--- src/rtl/xcvr_regbank.sv ---
module xcvr_regbank #(
  parameter int N_QUADS = 16,
  parameter logic [N_QUADS-1:0] QUAD_MASK = '1
) (
  input  logic                   clk,
  input  logic                   rst,
  input  logic [7:0]             addr,
  input  logic [31:0]            wdata,
  input  logic                   wr,
  input  logic                   rd,
  output logic [31:0]            rdata,
  output logic                   ack,
  output logic [4*N_QUADS-1:0]   lane_en,
  output logic [3*N_QUADS-1:0]   loopback,
  output logic [N_QUADS-1:0]     tx_srst,
  output logic [N_QUADS-1:0]     rx_srst,
  input  logic [N_QUADS-1:0]     pll_lock,
  input  logic [N_QUADS-1:0]     refclk_lost,
  input  logic [N_QUADS-1:0]     pll_rst_done,
  input  logic [N_QUADS-1:0]     tx_rst_done,
  input  logic [N_QUADS-1:0]     tx_fsm_done,
  input  logic [4*N_QUADS-1:0]   rx_rst_done,
  input  logic [4*N_QUADS-1:0]   rx_fsm_done,
  input  logic [4*N_QUADS-1:0]   rx_aligned,
  input  logic [4*N_QUADS-1:0]   rx_realign,
  input  logic [4*N_QUADS-1:0]   rx_disperr,
  input  logic [4*N_QUADS-1:0]   rx_encerr
);
  localparam int LANES = 4 * N_QUADS;
  localparam logic [7:0] A_TXRST = 8'h10;
  localparam logic [7:0] A_RXRST = 8'h11;
  localparam logic [7:0] A_LANE0 = 8'h18;

  logic [LANES-1:0] lane_mask;
  logic [6:0]       ctrl_q [N_QUADS];
  logic [63:0]      lane_st [6];
  logic [31:0]      rd_mux;

  for (genvar q = 0; q < N_QUADS; q++) begin : g_quad
    assign lane_mask[4*q +: 4] = {4{QUAD_MASK[q]}};
    if (QUAD_MASK[q]) begin : g_on
      logic [3:0] en_r;
      logic [2:0] lb_r;
      always_ff @(posedge clk) begin
        if (rst) begin
          en_r <= '0;
          lb_r <= '0;
        end else if (wr && addr == 8'(q)) begin
          en_r <= wdata[3:0];
          lb_r <= wdata[6:4];
        end
      end
      assign lane_en[4*q +: 4]  = en_r;
      assign loopback[3*q +: 3] = lb_r;
      assign ctrl_q[q]          = {lb_r, en_r};
    end else begin : g_off
      assign lane_en[4*q +: 4]  = '0;
      assign loopback[3*q +: 3] = '0;
      assign ctrl_q[q]          = '0;
    end
  end

  always_ff @(posedge clk) begin
    if (rst) begin
      tx_srst <= '0;
      rx_srst <= '0;
    end else begin
      tx_srst <= (wr && addr == A_TXRST) ? wdata[N_QUADS-1:0] & QUAD_MASK : '0;
      rx_srst <= (wr && addr == A_RXRST) ? wdata[N_QUADS-1:0] & QUAD_MASK : '0;
    end
  end

  assign lane_st[0] = 64'(rx_rst_done & lane_mask);
  assign lane_st[1] = 64'(rx_fsm_done & lane_mask);
  assign lane_st[2] = 64'(rx_aligned  & lane_mask);
  assign lane_st[3] = 64'(rx_realign  & lane_mask);
  assign lane_st[4] = 64'(rx_disperr  & lane_mask);
  assign lane_st[5] = 64'(rx_encerr   & lane_mask);

  always_comb begin
    rd_mux = '0;
    for (int q = 0; q < N_QUADS; q++)
      if (addr == 8'(q)) rd_mux = 32'(ctrl_q[q]);
    case (addr)
      8'h12: rd_mux = 32'(pll_lock     & QUAD_MASK);
      8'h13: rd_mux = 32'(refclk_lost  & QUAD_MASK);
      8'h14: rd_mux = 32'(pll_rst_done & QUAD_MASK);
      8'h15: rd_mux = 32'(tx_rst_done  & QUAD_MASK);
      8'h16: rd_mux = 32'(tx_fsm_done  & QUAD_MASK);
      default: ;
    endcase
    for (int k = 0; k < 6; k++) begin
      if (addr == A_LANE0 + 8'(2*k))     rd_mux = lane_st[k][31:0];
      if (addr == A_LANE0 + 8'(2*k + 1)) rd_mux = lane_st[k][63:32];
    end
  end

  always_ff @(posedge clk) begin
    if (rst) begin
      ack   <= 1'b0;
      rdata <= '0;
    end else begin
      ack   <= wr | rd;
      rdata <= rd ? rd_mux : '0;
    end
  end

  assert_ack_R9: assert property (@(posedge clk) disable iff (rst)
    (wr || rd) |=> ack);
  assert_no_spurious_ack_R9: assert property (@(posedge clk) disable iff (rst)
    !(wr || rd) |=> !ack);
  assert_ctrl_hold_R2: assert property (@(posedge clk) disable iff (rst)
    !wr |=> ($stable(lane_en) && $stable(loopback)));
  assert_tx_pulse_cause_R3: assert property (@(posedge clk) disable iff (rst)
    (tx_srst != '0) |-> $past(wr && addr == A_TXRST));
  assert_rx_pulse_cause_R4: assert property (@(posedge clk) disable iff (rst)
    (rx_srst != '0) |-> $past(wr && addr == A_RXRST));
  assert_pulse_exclusive_R4: assert property (@(posedge clk) disable iff (rst)
    !((tx_srst != '0) && (rx_srst != '0)));
endmodule

--- config.mk ---
export PLATFORM = sky130hd
export DESIGN_NAME = xcvr_regbank
export DESIGN_NICKNAME = d
export VERILOG_FILES = /design/src/rtl/xcvr_regbank.sv
export SDC_FILE = /design/constraint.sdc
export NUM_CORES = 1
export LEC_CHECK = 0
export BUFFER_PORTS_ARGS = -buffer_cell sky130_fd_sc_hd__buf_4
export CORE_AREA = 2 2 263 265
export CTS_CLUSTER_DIAMETER = 200
export CTS_CLUSTER_SIZE = 30
export DETAILED_ROUTE_END_ITERATION = 6
export DIE_AREA = 0 0 265 267
export SYNTH_ARGS = -nofsm -noshare
export SYNTH_HDL_FRONTEND = slang
export SYNTH_SLANG_ARGS = --single-unit
--- constraint.sdc ---
create_clock -name clk -period 6.4 [get_ports clk]
set_input_delay 1.6 -clock clk [delete_from_list [all_inputs] [get_ports clk]]
set_output_delay 1.6 -clock clk [all_outputs]
set_load 0.03 [all_outputs]
==> results of run 1 <==
[Yosys cell counts, types with 19 or more instances]
cell	number	share of area (%)
and2_1	33	1.8
a22oi_1	51	3.4
mux2i_1	90	8.1
o22ai_1	47	2.6
buf_2	38	1.7
mux2_2	42	4.2
nand3_1	86	3.9
nor2_1	132	4.4
dfxtp_1	177	32
nand2_1	147	4.9
o21ai_0	95	4.3
a21oi_1	145	6.5
clkbuf_1	77	2.6
a31oi_1	19	1.1
[per-layer routing]
| metal | global-route usage, % | up-vias | share of wire, % |
|---|---|---|---|
| met5 | 0 | - | 0.23 |
| met4 | 8.902 | 34 | 3.2 |
| met3 | 11.21 | 160 | 11 |
| met2 | 40.91 | 878 | 46 |
| met1 | 29.39 | 7178 | 39 |
| li1 | - | 6559 | - |
[layout make-up]
class | instances | area, sq um
fillers | 7495 | 50220
multi-input cells | 1108 | 7092
repair buffers | 712 | 5349
flip-flops and latches | 177 | 3543
well taps | 882 | 1104
clock buffers | 18 | 439.2
clock inverters | 13 | 163.9
diodes | 25 | 62.56
inverters | 4 | 15.01
[registers in the layout, indices dropped and copies added (netlist names)]
name	flops
rdata	32
tx_srst	16
g_quad.g_on.lb_r	48
ack	1
rx_srst	16
g_quad.g_on.en_r	64
[layout by cell type, fill, tap and decap left out, drive strengths merged, types with 6 or more instances in the layout]
master,instances
a221oi,17
mux2i,90
diode,25
a32oi,6
o22ai,47
a221o,6
mux2,42
or3,6
o211ai,14
clkbuf,18
a222oi,12
nand2b,6
a211oi,9
a31oi,19
o21ai,97
o221ai,7
and2,35
buf,712
a22o,8
nand3,92
mux4,8
nand2,147
nor2,136
nor3,18
a21oi,145
inv,10
dfxtp,177
nor2b,13
a22oi,51
o2bb2ai,9
[power breakdown]
part           switching [mW]  total [mW]  leakage (nW)  internal (mW)
Sequential            0.00166        1.11          1.43           1.10
Clock                   0.571        1.14         0.293          0.568
Combinational           0.315       0.597          5.83          0.283
Total                   0.887        2.84          7.54           1.95
[tightest hold or removal path, stage by stage, from the launching register on]
cell,delay [ns]
dfxtp_1,0.33
nand2_1,0.06
a21oi_1,0.05
[final timing paths]
kind,start,endpoint,cells past startpoint
max reg2reg,g_quad[6].g_on.lb_r[2]$_SDFFE_PP0P_,rdata[6]$_SDFF_PP0_,7
min,g_quad[1].g_on.en_r[0]$_SDFFE_PP0P_,g_quad[1].g_on.en_r[0]$_SDFFE_PP0P_,2
max,addr[0],rdata[6]$_SDFF_PP0_,9
min reg2reg,g_quad[1].g_on.en_r[0]$_SDFFE_PP0P_,g_quad[1].g_on.en_r[0]$_SDFFE_PP0P_,2
[stage by stage]
step | util, % | instance area [sq um] | std cells
final | 26.14 | 17770 | 2939
after global routing | 26.09 | 17740 | 2926
after CTS | 26.04 | 17710 | 2914
after detailed placement | 25.16 | 17100 | 2883
after global placement | 25.16 | 17100 | 2883
after floorplan | - | 11160 | 1422
[logic make-up after synthesis]
| family | Yosys count | synth area share, % |
|---|---|---|
| mux | 140 | 13.92 |
| buf+inv | 137 | 5.404 |
| compound gates | 494 | 28.58 |
| flops | 177 | 31.75 |
| simple gates | 474 | 20.35 |
==> results.tsv, run 1 <==
stage	metric	value	unit
logic_synthesis	synth.distinct_cells	70	
critical_path	r2r_setup_slack	4.00	ns
critical_path	crit_type	input pin to register	
sta	setup_tns	0	ns
final_layout	nets	2528	
route	wl	93180	microns
critical_path	crit_required	6.74	ns
critical_path	critical_path.max_stage_delay	0.63	ns
global_route	grt_pass1_wl	122200	microns
floorplanning	die_w	265	microns
clock_network	clk_latency	0.50	ns
route	post-route-drc-count	0	
sta	period_minus_slack	4.382	ns
clock_network	cts.sinks	177	
global_route	first_global_vias	13990	
clock_network	post_cts_buffers	0	
global_route	grt_usage	25.22	%
route	via_per_inst	5.039	
critical_path	crit_buf_inv	3	
critical_path	crit_fanout	48	
sta	slew_headroom	19.56	%
power	total_power	2.841	mW
logic_synthesis	syn_avg_cell_area	7.849	sq um
route	drt_iter0_drc	1554	
sta	grt_setup_unrepaired	false	
logic_synthesis	async_flop_share	0	%
power	p_per_area	159.9	nW/um^2
hold_path	hold_path_class	register to register	
power	p_leak	7.544	nW
floorplanning	initial_core_util	16.42	%
run_status	status	complete, no violations	
route	avgRoutedWirePerCell	31.70	microns
placed_design	place_hpwl	74740	microns
critical_path	cp.arrival	4.73	ns
job	drv_cap	0	
floorplanning	die_area	70760	sq um
global_route	antenna_found_initial	43	
critical_path	cpMaxStageDelayCell	buf_4	
power	ir_drop	0.2017	mV
logic_synthesis	syn_inst	1422	
sta	fin_crit_sh	68.47	%
clock_network	cts_max_path_buffers	2	
route	vias	14810	
global_route	gr-total-overflow	0	
sta	maxSlewViolCount	0	
clock_network	post_cts_resized	0	
clock_network	cts_tree	yes	
logic_synthesis	synth_edf_count	0	
placed_design	gp_congestion	0.9073	
final_layout	drive_above_1_share	40.75	%
sta	clock_skew	0.01920	ns
sta	tightest_slew	1.201	ns
final_layout	syn2layout_area_growth	59.20	%
placed_design	pre_cts_slack	1.519	ns
sta	holdWs	0.4774	ns
logic_synthesis	synth.yosys.warnings	0	
critical_path	worstPathCellList	buf_6 -> buf_4 -> and2_1 -> nand2_1 -> buf_4 -> o22ai_1 -> o32ai_1 -> nand2_1 -> o21ai_0	
critical_path	critPathTopFamily	buffers and inverters	
clock_network	cts.clk_slew.worst_paths	0.09	ns
sta	setup_viol	0	
clock_network	holdBufCountCts	0	
critical_path	start_kind	input pin	
logic_synthesis	synth_area	11160	sq um
sta	final-hold-violation-count	0	
floorplanning	num_rows	96	
logic_synthesis	synth_ff_type	dfxtp_1	
logic_synthesis	ys_seq_elements	177	
route	drt_pass1_iterations	6	
floorplanning	io_pins	685	
floorplanning	die_h	267	microns
critical_path	end_kind	register	
placed_design	io_buffers	668	
sta	fin_ws	2.018	ns
clock_network	htree_levels	4	
logic_synthesis	syn_nets	1930	
floorplanning	core	67990	sq um
clock_network	clockRootBuffer	clkbuf_16	
route	final_antenna_net_count	0	
logic_synthesis	ys_seq_area_share	31.75	%
clock_network	cts_buffers	17	
global_route	grt_max_degree	78	
sta	max_freq	228.2	MHz
Note: power is estimated with default switching activity, not from simulation.
==> run 2, diff against run 1 <==
--- a/config.mk
+++ b/config.mk
@@ -6,11 +6,11 @@
 export NUM_CORES = 1
 export LEC_CHECK = 0
 export BUFFER_PORTS_ARGS = -buffer_cell sky130_fd_sc_hd__buf_4
-export CORE_AREA = 2 2 263 265
+export CORE_AREA = 2 2 264 266
 export CTS_CLUSTER_DIAMETER = 200
 export CTS_CLUSTER_SIZE = 30
 export DETAILED_ROUTE_END_ITERATION = 6
-export DIE_AREA = 0 0 265 267
+export DIE_AREA = 0 0 266 268
 export SYNTH_ARGS = -nofsm -noshare
 export SYNTH_HDL_FRONTEND = slang
 export SYNTH_SLANG_ARGS = --single-unit
==> constraint.sdc (replaced) <==
create_clock -name clk -period 4 [get_ports clk]
set_input_delay 1 -clock clk [delete_from_list [all_inputs] [get_ports clk]]
set_output_delay 1 -clock clk [all_outputs]
set_load 0.03 [all_outputs]
==> run 2 against run 1 <==
Net effect: sequential power is 59% higher; hold slack better by 0.0026 ns; die area is 0.75% higher; clock skew is 0.016 ns higher; combinational power is 65% higher; final cell count is 1.9% higher.
==> results.tsv, run 2 (synthesis gave the netlist of run 1 again) <==
stage	metric	value	unit	change
clock_network	cts.clk_slew.worst_paths	0.10	ns	was 0.09 ns
run_status	status	complete, no violations		unchanged
clock_network	holdBufCountCts	0		unchanged
clock_network	htree_levels	4		unchanged
sta	period_minus_slack	3.176	ns	
power	p_per_area	256.2	nW/um^2	was 159.9 nW/um^2
floorplanning	initial_core_util	16.36	%	was 16.42%
placed_design	pre_cts_slack	0.3730	ns	was 1.519 ns
sta	slew_headroom	35.31	%	was 19.56%
power	p_leak	7.866	nW	was 7.544 nW
sta	maxSlewViolCount	0		unchanged
route	vias	15110		was 14810
placed_design	io_buffers	668		unchanged
clock_network	cts_buffers	17		unchanged
sta	clock_skew	0.03499	ns	was 0.01920 ns
sta	fin_crit_sh	79.40	%	
final_layout	nets	2584		was 2528
floorplanning	die_w	266	microns	was 265 microns
route	drt_iter0_drc	1690		was 1554
critical_path	worstPathCellList	buf_4 -> nor2b_1 -> nand2_1 -> nor2_1 -> a31oi_1 -> nand4_1 -> nor3_1 -> o21ai_0		was buf_6 -> buf_4 -> and2_1 -> nand2_1 -> buf_4 -> o22ai_1 -> o32ai_1 -> nand2_1 -> o21ai_0
floorplanning	die_area	71290	sq um	was 70760 sq um
route	post-route-drc-count	0		unchanged
floorplanning	die_h	268	microns	was 267 microns
power	switching_share	31.04	%	was 31.22%
global_route	grt_usage	24.79	%	was 25.22%
power	total_power	4.686	mW	was 2.841 mW
critical_path	cpMaxStageDelayCell	nor3_1		was buf_4
placed_design	place_hpwl	76620	microns	was 74740 microns
sta	setup_viol	0		unchanged
placed_design	gp_congestion	0.8988		was 0.9073
sta	final-hold-violation-count	0		unchanged
sta	grt_setup_unrepaired	false		unchanged
sta	tightest_slew	0.9693	ns	was 1.201 ns
critical_path	critical_path.max_stage_delay	0.71	ns	was 0.63 ns
critical_path	startpoint	addr[2]		was addr[0]
clock_network	clockRootBuffer	clkbuf_16		unchanged
power	seqPwrFrac	37.7	%	was 38.9%
power	p_int	3.231	mW	was 1.954 mW
clock_network	cts.sinks	177		unchanged
route	wl	92840	microns	was 93180 microns
sta	setup_tns	0	ns	unchanged
global_route	grt_pass1_wl	121500	microns	was 122200 microns
critical_path	crit_required	4.38	ns	was 6.74 ns
power	net-switching-power	1.455	mW	was 0.8871 mW
critical_path	rr_worst_depth	7		unchanged
global_route	gr-total-overflow	0		unchanged
route	avgRoutedWirePerCell	31.01	microns	was 31.70 microns
floorplanning	num_rows	96		unchanged
critical_path	crit_fanout	30		was 48
critical_path	cp.arrival	3.55	ns	was 4.73 ns
critical_path	end_kind	register		unchanged
route	final_antenna_net_count	0		unchanged
final_layout	syn2layout_area_growth	63.89	%	was 59.20%
hold_path	hold_path_class	register to register		unchanged
power	clkPwrFrac	41.2	%	was 40.1%
power	share_comb_of_total_power	21.1	%	was 21.0%
clock_network	post_cts_resized	0		unchanged
clock_network	post_cts_buffers	0		unchanged
critical_path	r2r_end	rdata[6]$_SDFF_PP0_		unchanged
final_layout	final_common_cell	buf_4		unchanged
final_layout	multiInputGateArea	7083	sq um	was 7092 sq um
job	drv_cap	0		unchanged
sta	holdWs	0.4800	ns	was 0.4774 ns
clock_network	cts_tree	yes		unchanged
critical_path	r2r_start	g_quad[6].g_on.lb_r[2]$_SDFFE_PP0P_		unchanged
final_layout	regMostFlops	g_quad.g_on.en_r		unchanged
global_route	antenna_found_initial	45		was 43
final_layout	n_fill_cell	7482		was 7495
floorplanning	core	68230	sq um	was 67990 sq um
global_route	grt_max_degree	83		was 78
clock_network	cts_max_path_buffers	2		unchanged
critical_path	endpoint	rdata[6]$_SDFF_PP0_		unchanged
hold_path	holdPathStages	2		unchanged
final_layout	final_cell_mix	761 x buf_4, 177 x dfxtp_1, 147 x nand2_1, 145 x a21oi_1, 126 x nor2_1		was 711 x buf_4, 177 x dfxtp_1, 147 x nand2_1, 145 x a21oi_1, 125 x nor2_1
critical_path	r2r_setup_slack	1.63	ns	was 4.00 ns
critical_path	crit_type	input pin to register		unchanged
critical_path	start_kind	input pin		unchanged
route	drt_pass1_iterations	6		unchanged
sta	fin_ws	0.8240	ns	was 2.018 ns
global_route	first_global_vias	14420		was 13990
route	via_per_inst	5.045		was 5.039
sta	max_freq	314.9	MHz	
final_layout	largest_reg_flops	64		unchanged
power	ir_drop	0.3292	mV	was 0.2017 mV
clock_network	clk_latency	0.52	ns	was 0.50 ns
final_layout	register_area	3543	sq um	unchanged
final_layout	drive_above_1_share	42.27	%	was 40.75%
final_layout	reg.largest.list	g_quad.g_on.en_r: 64 flops, g_quad.g_on.lb_r: 48 flops, rdata: 32 flops		unchanged
floorplanning	io_pins	685		unchanged
[run 2: routing by layer]
metal	GRT usage [%]	up-vias	routed length [microns]
met5	0	-	271
met4	7.880	42	2917
met3	10.23	172	10300
met2	41.64	884	44030
met1	28.60	7333	35320
li1	-	6675	-
[run 2: critical path, delay by kind of cell]
| family | cells | cell delay [ns] |
|---|---|---|
| AO/OA/AOI/OAI | 2 | 0.83 |
| buffers and inverters | 1 | 0.38 |
| AND/OR/NAND/NOR | 5 | 1.31 |
[run 2: worst min path at each step]
stage | from | end
6_report | g_quad[1].g_on.lb_r[0]$_SDFFE_PP0P_ | g_quad[1].g_on.lb_r[0]$_SDFFE_PP0P_
3_5_place_dp | g_quad[1].g_on.lb_r[0]$_SDFFE_PP0P_ | g_quad[1].g_on.lb_r[0]$_SDFFE_PP0P_
3_3_place_gp | g_quad[0].g_on.lb_r[1]$_SDFFE_PP0P_ | g_quad[0].g_on.lb_r[1]$_SDFFE_PP0P_
2_1_floorplan | g_quad[6].g_on.en_r[0]$_SDFFE_PP0P_ | g_quad[6].g_on.en_r[0]$_SDFFE_PP0P_
5_1_grt | g_quad[2].g_on.en_r[1]$_SDFFE_PP0P_ | g_quad[2].g_on.en_r[1]$_SDFFE_PP0P_
4_1_cts | g_quad[1].g_on.lb_r[0]$_SDFFE_PP0P_ | g_quad[1].g_on.lb_r[0]$_SDFFE_PP0P_
[run 2: final cells by class]
type,instances,area share (%)
repair buffers,768,31.95
well taps,882,6.033
clock inverters,14,1.122
flip-flops and latches,177,19.37
inverters,4,0.08208
diodes,23,0.3147
multi-input cells,1108,38.72
clock buffers,18,2.401
[run 2: through the flow]
stage / util (%) / cells / cell area, sq um
finish: 26.81 / 2994 / 18290
global route: 26.77 / 2984 / 18270
CTS: 26.73 / 2971 / 18230
detailed placement: 25.78 / 2939 / 17590
global placement: 25.78 / 2939 / 17590
floorplan: - / 1422 / 11160
[run 2: power by group through the flow]
stage | registers (mW) | clock network, mW | logic [mW]
finish | 1.77 | 1.93 | 0.987
global route | 1.77 | 2.03 | 1.03
CTS | 1.77 | 1.97 | 0.983
detailed placement | 1.81 | 0 | 0.980
global placement | 1.81 | 0 | 0.976
floorplan | 1.82 | 0 | 0.317
